[config.mk]
export PLATFORM = sky130hd
export DESIGN_NAME = irq_entry_ctrl
export DESIGN_NICKNAME = d
export VERILOG_FILES = /design/src/rtl/irq_entry_pkg.sv /design/src/rtl/irq_src_map.sv /design/src/rtl/irq_qualify_sel.sv /design/src/rtl/irq_entry_regs.sv /design/src/rtl/irq_entry_ctrl.sv
export SDC_FILE = /design/constraint.sdc
export NUM_CORES = 1
export LEC_CHECK = 0
export ABC_CLOCK_PERIOD_IN_PS = 11100
export BUFFER_PORTS_ARGS = -buffer_cell sky130_fd_sc_hd__buf_2
export CORE_ASPECT_RATIO = 0.8
export CORE_MARGIN = 2
export CORE_UTILIZATION = 45
export CTS_BUF_LIST = sky130_fd_sc_hd__clkbuf_4 sky130_fd_sc_hd__clkbuf_8
export DETAILED_ROUTE_END_ITERATION = 10
export PLACE_DENSITY = 0.75
export SLEW_MARGIN = 20
export SYNTH_ARGS = -nofsm -noshare
export SYNTH_HDL_FRONTEND = slang
export SYNTH_HIERARCHICAL = 1
export SYNTH_SLANG_ARGS = --single-unit
[constraint.sdc]
create_clock -name clk -period 11.1 [get_ports clk]
set_clock_uncertainty 0.1 [all_clocks]
set_input_delay 1.665 -clock clk [delete_from_list [all_inputs] [get_ports clk]]
set_output_delay 1.665 -clock clk [all_outputs]
set_load 0.05 [all_outputs]
[src/rtl/irq_entry_pkg.sv]
package irq_entry_pkg;
  localparam int LVL_W   = 4;
  localparam int CODE_W  = 12;
  localparam int NUM_SRC = 4;

  // index order is also the tie-break order (lower index wins)
  localparam int SRC_DBG = 0;
  localparam int SRC_EXT = 1;
  localparam int SRC_PIN = 2;
  localparam int SRC_PER = 3;

  typedef struct packed {
    logic              req;
    logic [LVL_W-1:0]  lvl;
    logic [CODE_W-1:0] code;
  } irq_cand_t;
endpackage

[src/rtl/irq_src_map.sv]
module irq_src_map
  import irq_entry_pkg::*;
#(
  parameter int EXT_BASE = 'h200,
  parameter int EXT_STEP = 'h20,
  parameter int DBG_CODE = 'h5E0
) (
  input  logic [LVL_W-1:0]  ext_level_i,
  input  logic              pin_req_i,
  input  logic [LVL_W-1:0]  pin_level_i,
  input  logic [CODE_W-1:0] pin_code_i,
  input  logic              per_req_i,
  input  logic [LVL_W-1:0]  per_level_i,
  input  logic [CODE_W-1:0] per_code_i,
  input  logic              dbg_req_i,
  output irq_cand_t         cand_o [NUM_SRC]
);
  localparam logic [LVL_W-1:0] LVL_MAX = {LVL_W{1'b1}};

  always_comb begin
    cand_o[SRC_DBG].req  = dbg_req_i;
    cand_o[SRC_DBG].lvl  = LVL_MAX;
    cand_o[SRC_DBG].code = CODE_W'(DBG_CODE);

    // all-ones encoding is the idle value of the external level
    cand_o[SRC_EXT].req  = (ext_level_i != LVL_MAX);
    cand_o[SRC_EXT].lvl  = ext_level_i;
    cand_o[SRC_EXT].code = CODE_W'(EXT_BASE) + CODE_W'(ext_level_i) * CODE_W'(EXT_STEP);

    cand_o[SRC_PIN].req  = pin_req_i;
    cand_o[SRC_PIN].lvl  = pin_level_i;
    cand_o[SRC_PIN].code = pin_code_i;

    cand_o[SRC_PER].req  = per_req_i;
    cand_o[SRC_PER].lvl  = per_level_i;
    cand_o[SRC_PER].code = per_code_i;
  end
endmodule

[src/rtl/irq_qualify_sel.sv]
module irq_qualify_sel
  import irq_entry_pkg::*;
#(
  parameter int DATA_W   = 32,
  parameter int MASK_LSB = 4,
  parameter int BL_BIT   = 28
) (
  input  logic              clk,
  input  logic              rst_n,
  input  irq_cand_t         cand_i [NUM_SRC],
  input  logic [DATA_W-1:0] sr_i,
  input  logic              boundary_i,
  output logic              take_o,
  output logic [CODE_W-1:0] code_o
);
  logic [LVL_W-1:0]   mask;
  logic [NUM_SRC-1:0] elig;
  logic [NUM_SRC-1:0] grant;
  logic [LVL_W-1:0]   best_lvl;
  logic               found;

  assign mask = sr_i[MASK_LSB +: LVL_W];

  for (genvar g = 0; g < NUM_SRC; g++) begin : g_elig
    assign elig[g] = cand_i[g].req && (cand_i[g].lvl > mask);
  end

  // linear scan: strictly greater replaces, so earlier index keeps a tie
  always_comb begin
    grant    = '0;
    best_lvl = '0;
    found    = 1'b0;
    code_o   = '0;
    for (int i = 0; i < NUM_SRC; i++) begin
      if (elig[i] && (!found || cand_i[i].lvl > best_lvl)) begin
        grant    = '0;
        grant[i] = 1'b1;
        best_lvl = cand_i[i].lvl;
        code_o   = cand_i[i].code;
        found    = 1'b1;
      end
    end
  end

  assign take_o = boundary_i && !sr_i[BL_BIT] && found;

  assert_single_grant_R10: assert property (@(posedge clk) disable iff (!rst_n)
    $onehot0(grant));
  assert_level_above_mask_R3: assert property (@(posedge clk) disable iff (!rst_n)
    take_o |-> (best_lvl > mask));
endmodule

[src/rtl/irq_entry_regs.sv]
module irq_entry_regs
  import irq_entry_pkg::*;
#(
  parameter int          DATA_W  = 32,
  parameter int          BL_BIT  = 28,
  parameter int          RB_BIT  = 29,
  parameter int          MD_BIT  = 30,
  parameter int          VEC_OFF = 'h600,
  parameter logic [31:0] SR_RST  = 32'h7000_00F0
) (
  input  logic              clk,
  input  logic              rst_n,
  input  logic              take_i,
  input  logic [CODE_W-1:0] code_i,
  input  logic [DATA_W-1:0] sr_i,
  input  logic [DATA_W-1:0] next_pc_i,
  input  logic [DATA_W-1:0] vbr_i,
  output logic [DATA_W-1:0] spc_o,
  output logic [DATA_W-1:0] ssr_o,
  output logic [CODE_W-1:0] evt_o,
  output logic [CODE_W-1:0] evt2_o,
  output logic [DATA_W-1:0] sr_o,
  output logic              redirect_o,
  output logic [DATA_W-1:0] target_o
);
  logic [DATA_W-1:0] entry_bits;
  logic [DATA_W-1:0] sr_d;
  logic [DATA_W-1:0] tgt_d;

  always_comb begin
    entry_bits         = '0;
    entry_bits[BL_BIT] = 1'b1;
    entry_bits[RB_BIT] = 1'b1;
    entry_bits[MD_BIT] = 1'b1;
    sr_d  = take_i ? (sr_i | entry_bits) : sr_i;
    tgt_d = vbr_i + DATA_W'(VEC_OFF);
  end

  // capture registers: clock enable is the acceptance strobe
  always_ff @(posedge clk or negedge rst_n) begin
    if (!rst_n) begin
      spc_o    <= '0;
      ssr_o    <= '0;
      evt_o    <= '0;
      evt2_o   <= '0;
      target_o <= '0;
    end else if (take_i) begin
      spc_o    <= next_pc_i;
      ssr_o    <= sr_i;
      evt_o    <= code_i;
      evt2_o   <= code_i;
      target_o <= tgt_d;
    end
  end

  always_ff @(posedge clk or negedge rst_n) begin
    if (!rst_n) begin
      sr_o       <= DATA_W'(SR_RST);
      redirect_o <= 1'b0;
    end else begin
      sr_o       <= sr_d;
      redirect_o <= take_i;
    end
  end
endmodule

[src/rtl/irq_entry_ctrl.sv]
module irq_entry_ctrl
  import irq_entry_pkg::*;
#(
  parameter int          DATA_W   = 32,
  parameter int          MASK_LSB = 4,
  parameter int          BL_BIT   = 28,
  parameter int          RB_BIT   = 29,
  parameter int          MD_BIT   = 30,
  parameter int          VEC_OFF  = 'h600,
  parameter int          EXT_BASE = 'h200,
  parameter int          EXT_STEP = 'h20,
  parameter int          DBG_CODE = 'h5E0,
  parameter logic [31:0] SR_RST   = 32'h7000_00F0
) (
  input  logic              clk,
  input  logic              rst_n,
  input  logic              boundary_i,
  input  logic [3:0]        ext_level_i,
  input  logic              pin_req_i,
  input  logic [3:0]        pin_level_i,
  input  logic [11:0]       pin_code_i,
  input  logic              per_req_i,
  input  logic [3:0]        per_level_i,
  input  logic [11:0]       per_code_i,
  input  logic              dbg_req_i,
  input  logic [31:0]       sr_i,
  input  logic [31:0]       next_pc_i,
  input  logic [31:0]       vbr_i,
  output logic [31:0]       spc_o,
  output logic [31:0]       ssr_o,
  output logic [11:0]       evt_code_o,
  output logic [11:0]       evt_code2_o,
  output logic [31:0]       sr_o,
  output logic              redirect_o,
  output logic [31:0]       target_o
);
  logic [1:0]        rst_sync;
  logic              rst_int_n;
  irq_cand_t         cand [NUM_SRC];
  logic              take;
  logic [CODE_W-1:0] sel_code;

  // assert asynchronously, release after two clean edges
  always_ff @(posedge clk or negedge rst_n) begin
    if (!rst_n) rst_sync <= 2'b00;
    else        rst_sync <= {rst_sync[0], 1'b1};
  end
  assign rst_int_n = rst_sync[1];

  irq_src_map #(
    .EXT_BASE(EXT_BASE), .EXT_STEP(EXT_STEP), .DBG_CODE(DBG_CODE)
  ) u_map (
    .ext_level_i(ext_level_i),
    .pin_req_i  (pin_req_i),
    .pin_level_i(pin_level_i),
    .pin_code_i (pin_code_i),
    .per_req_i  (per_req_i),
    .per_level_i(per_level_i),
    .per_code_i (per_code_i),
    .dbg_req_i  (dbg_req_i),
    .cand_o     (cand)
  );

  irq_qualify_sel #(
    .DATA_W(DATA_W), .MASK_LSB(MASK_LSB), .BL_BIT(BL_BIT)
  ) u_sel (
    .clk       (clk),
    .rst_n     (rst_int_n),
    .cand_i    (cand),
    .sr_i      (sr_i),
    .boundary_i(boundary_i),
    .take_o    (take),
    .code_o    (sel_code)
  );

  irq_entry_regs #(
    .DATA_W(DATA_W), .BL_BIT(BL_BIT), .RB_BIT(RB_BIT), .MD_BIT(MD_BIT),
    .VEC_OFF(VEC_OFF), .SR_RST(SR_RST)
  ) u_regs (
    .clk       (clk),
    .rst_n     (rst_int_n),
    .take_i    (take),
    .code_i    (sel_code),
    .sr_i      (sr_i),
    .next_pc_i (next_pc_i),
    .vbr_i     (vbr_i),
    .spc_o     (spc_o),
    .ssr_o     (ssr_o),
    .evt_o     (evt_code_o),
    .evt2_o    (evt_code2_o),
    .sr_o      (sr_o),
    .redirect_o(redirect_o),
    .target_o  (target_o)
  );

  assert_no_boundary_no_take_R1: assert property (@(posedge clk) disable iff (!rst_int_n)
    !boundary_i |=> !redirect_o);
  assert_block_bit_gates_R2: assert property (@(posedge clk) disable iff (!rst_int_n)
    sr_i[BL_BIT] |=> !redirect_o);
  assert_saved_context_R4: assert property (@(posedge clk) disable iff (!rst_int_n)
    redirect_o |-> (spc_o == $past(next_pc_i)) && (ssr_o == $past(sr_i)));
  assert_debug_taken_R6: assert property (@(posedge clk) disable iff (!rst_int_n)
    (boundary_i && dbg_req_i && !sr_i[BL_BIT] && (sr_i[MASK_LSB +: 4] != 4'hF))
      |=> redirect_o);
  assert_status_entry_R8: assert property (@(posedge clk) disable iff (!rst_int_n)
    redirect_o |-> sr_o[BL_BIT] && sr_o[RB_BIT] && sr_o[MD_BIT] &&
                   (sr_o[MASK_LSB +: 4] == $past(sr_i[MASK_LSB +: 4])));
  assert_target_addr_R9: assert property (@(posedge clk) disable iff (!rst_int_n)
    redirect_o |-> (target_o == $past(vbr_i) + 32'(VEC_OFF)));
  assert_hold_when_idle_R11: assert property (@(posedge clk) disable iff (!rst_int_n)
    !boundary_i |=> $stable(spc_o) && $stable(ssr_o) && $stable(evt_code_o) &&
                    $stable(evt_code2_o) && $stable(target_o));
endmodule

==> summary.md <==
| Metric | Value |
|---|---|
| Status | `complete, no violations` |
| CTS Sinks | `143` |
| Top Metal Used | `met4` |
| Worst setup startpoint | `sr_i[5]` |
| CTS Buffer Depth | `2` |
| Slew @ Worst Pin | `about 1.0 ns` |
| Max-slew headroom | `31.4%` |
| Pwr/cell area | `229 nW/um2` |
| Peak VDD IR | `around 180 uV` |
| # IOs | `291` |
| Max-Cap Viols | `0` |
| Primary FF master, synth | `dfrtp_1` |
| WL met1 | `7480 um` |
| Clk_lat worst skew | `0.43 ns` |
| CP arrival | `8.11 ns` |
| CTS clock-pin slew for the worst setup and hold paths | `0.09 ns` |
| Area of the multi-input gates | `~3000 um2` |
| Setup_tns | `0 ns` |
| Final Cycle Share | `between 70% and 80%` |
| Setup Buffers After CTS | `0` |
| Initial antenna violation count | `0` |
| Routed WL per cell | `16.2 um` |
| Estimated wirelength of the detail-placed design | `13100 um` |
| Setup ws final | `3.21 ns` |
| Ys async rst share | `100%` |
| Syn_area_per_cell | `12.1 um2` |
| Mapped cell area | `7220 um2` |
| Hold WC Path Type | `reg -> reg` |
| Final WL | `17100 um` |
| Critical path class | `in -> reg` |
| Hold path depth | `0` |
| WP data required | `~11 ns` |
| Share of post-route cells with drive strength above 1 | `55.8%` |
| Rows | `41` |
| FF+latch count, synth | `143` |
| Initial DRT Pass Iterations | `4` |
| PortBufs | `290` |
| Die Ht | `around 120 um` |
| DR iter-0 viols | `between 200 and 250` |
| Fillers | `1366` |
| # hold bufs at CTS | `0` |
| Leak | `4.26 nW` |
| Final hold vios | `0` |
| Max incr delay on CP | `approximately 0.6 ns` |
| Die area | `between 15000 and 20000 um2` |
| Post-CTS Resized | `0` |
| Worst r2r src | `rst_sync[1]` |
| Hold_sp | `rst_sync[0]` |
| Final worst path period need | `7.89 ns` |
| Final setup viols | `0` |
| Diodes inserted | `0` |
| Vias in the first global route | `5205` |
| Post-synth EDFFs | `0` |
| Post-synth cell types | `57` |
| First-pass GRT wire length | `between 20000 and 30000 um` |
| Critical path buffer and inverter count | `2` |
| Nets | `996` |
| CP startpoint kind | `input pin` |
| Most frequent cells in the layout | `buf_2 (290), dfrtp_1 (135), mux2_2 (109), ha_1 (29), nor2_1 (28)` |
| Placer Congestion | `0.872` |
| Most used cell, CP | `ha_1` |
| Levels on crit path | `30` |
| Slowest CP cell | `o21ai_2` |
| Total track usage | `about a fifth` |
| GRT overflow | `0` |
| Crit-path leading delay family | `compound AO/OA/AOI/OAI gates` |
| CTS tree | `done` |
| H-tree depth | `4` |
| Chip Width | `146 um` |
| RSZ-0062 raised after global routing | `no` |
| Peak Freq | `127 MHz` |
| Place WS | `~2.8 ns` |
| CP max FO | `19` |
| Layout area overhead | `21.0%` |
| R2R depth | `1` |
| Via count | `about 5200` |
| Placed cell area | `8370 um2` |
| CTS Buf Count | `17` |
| Post-DRT Antenna Nets | `0` |
| YS warnings | `6` |
| FF+latch area | `3590 um2` |
| Most common cell after layout, fill and taps aside | `buf_2` |
| Met2 wire length | `8040 um` |
| Met3 wire len | `1410 um` |
| Core area | `15700 um2` |
| Mapped Cells | `596` |
| Largest net degree at the start of global routing | `a little under 90` |
| Drt via density | `4.91` |
| Pins Over Slew Limit | `0` |
| Register area share after synthesis | `49.7%` |
| Final Cell Area | `8740 um2` |
| DR DRC count | `0` |
| Initial Utilization | `45.9%` |
| Root buffer cell | `clkbuf_8` |
| Crit path capture type | `flip-flop` |
==> registers in the layout (all words and copies together) (netlist names) <==
signal / cells
u_regs/redirect_o: 1
u_regs/spc_o: 32
rst_sync: 2
u_regs/evt_o: 12
u_regs/sr_o: 32
u_regs/ssr_o: 32
u_regs/target_o: 32
==> logic make-up (layout without fill, tap and decap cells) <==
kind of cell / Yosys count / count (layout) / share of synthesized area [%]
flops: 143 / 143 / 49.7
buf+inv: 119 / 343 / 10.5
fa+ha+maj: 29 / 29 / 5.02
other cells: 3 / 25 / 0.156
mux: 114 / 114 / 17.9
simple gates: 105 / 105 / 8.19
compound gates: 72 / 72 / 7.19
xor+xnor: 11 / 11 / 1.33
==> power breakdown <==
| part | switching, mW | internal (mW) | leakage [nW] |
|---|---|---|---|
| sequential | 0.0695 | 0.639 | 1.67 |
| combinational | 0.663 | 0.239 | 2.41 |
| clock | 0.219 | 0.172 | 0.187 |
==> cell usage after synthesis, types with 5 or more instances <==
cell,instances,area share (%)
a31oi_1,10,0.87
o21ai_0,8,0.55
nor2_1,28,1.5
inv_1,18,0.94
a21oi_1,20,1.4
or2_2,8,0.69
nand3_1,8,0.55
nand2_1,17,0.88
xnor2_1,8,0.97
dfstp_2,7,2.5
nand4_1,7,0.61
buf_4,79,8.2
mux2_2,109,17
dfrtp_1,136,47
ha_1,29,5.0
a32o_1,12,1.7
nor4_1,5,0.43
clkbuf_1,14,0.73
==> through the flow <==
| stage | std cells | power (mW) | util [%] | hold slack (ns) |
|---|---|---|---|---|
| 6_report | 1057 | 2.00 | 55.5 | 0.262 |
| 5_1_grt | 1057 | 2.10 | 55.5 | 0.275 |
| 4_1_cts | 1057 | 2.02 | 55.5 | 0.261 |
| 3_5_place_dp | 1025 | 1.62 | 53.1 | 0.239 |
| 3_3_place_gp | 1025 | 1.61 | 53.1 | 0.235 |
| 2_1_floorplan | 618 | 1.44 | - | 0.231 |
==> metal layers <==
metal  GRT usage, %  up-vias
li1               -     2487
met1           26.8     2456
met2           32.8      229
met3           7.00       15
met4           5.21        0
met5              0        -
==> final timing paths <==
kind                              endpoint  slack, ns
hold / removal                 rst_sync[1]       0.26
max in group asynchronous  u_regs/ssr_o[3]       9.09
min in group asynchronous  u_regs/ssr_o[6]       0.32
setup / recovery           u_regs/evt_o[6]       3.21
setup reg to reg           u_regs/ssr_o[3]       9.09
hold reg to reg                rst_sync[1]       0.26
==> cell type report <==
cell class | instances | share of cell area, %
Inverter | 18 | 0.773
Clock inverter | 13 | 1.36
Clock buffer | 19 | 2.92
Timing Repair Buffer | 293 | 16.9
Tap cell | 215 | 3.08
Multi-Input combinational cell | 356 | 33.9
Sequential cell | 143 | 41.1
No activity file was read; power rests on OpenSTA's default activity.
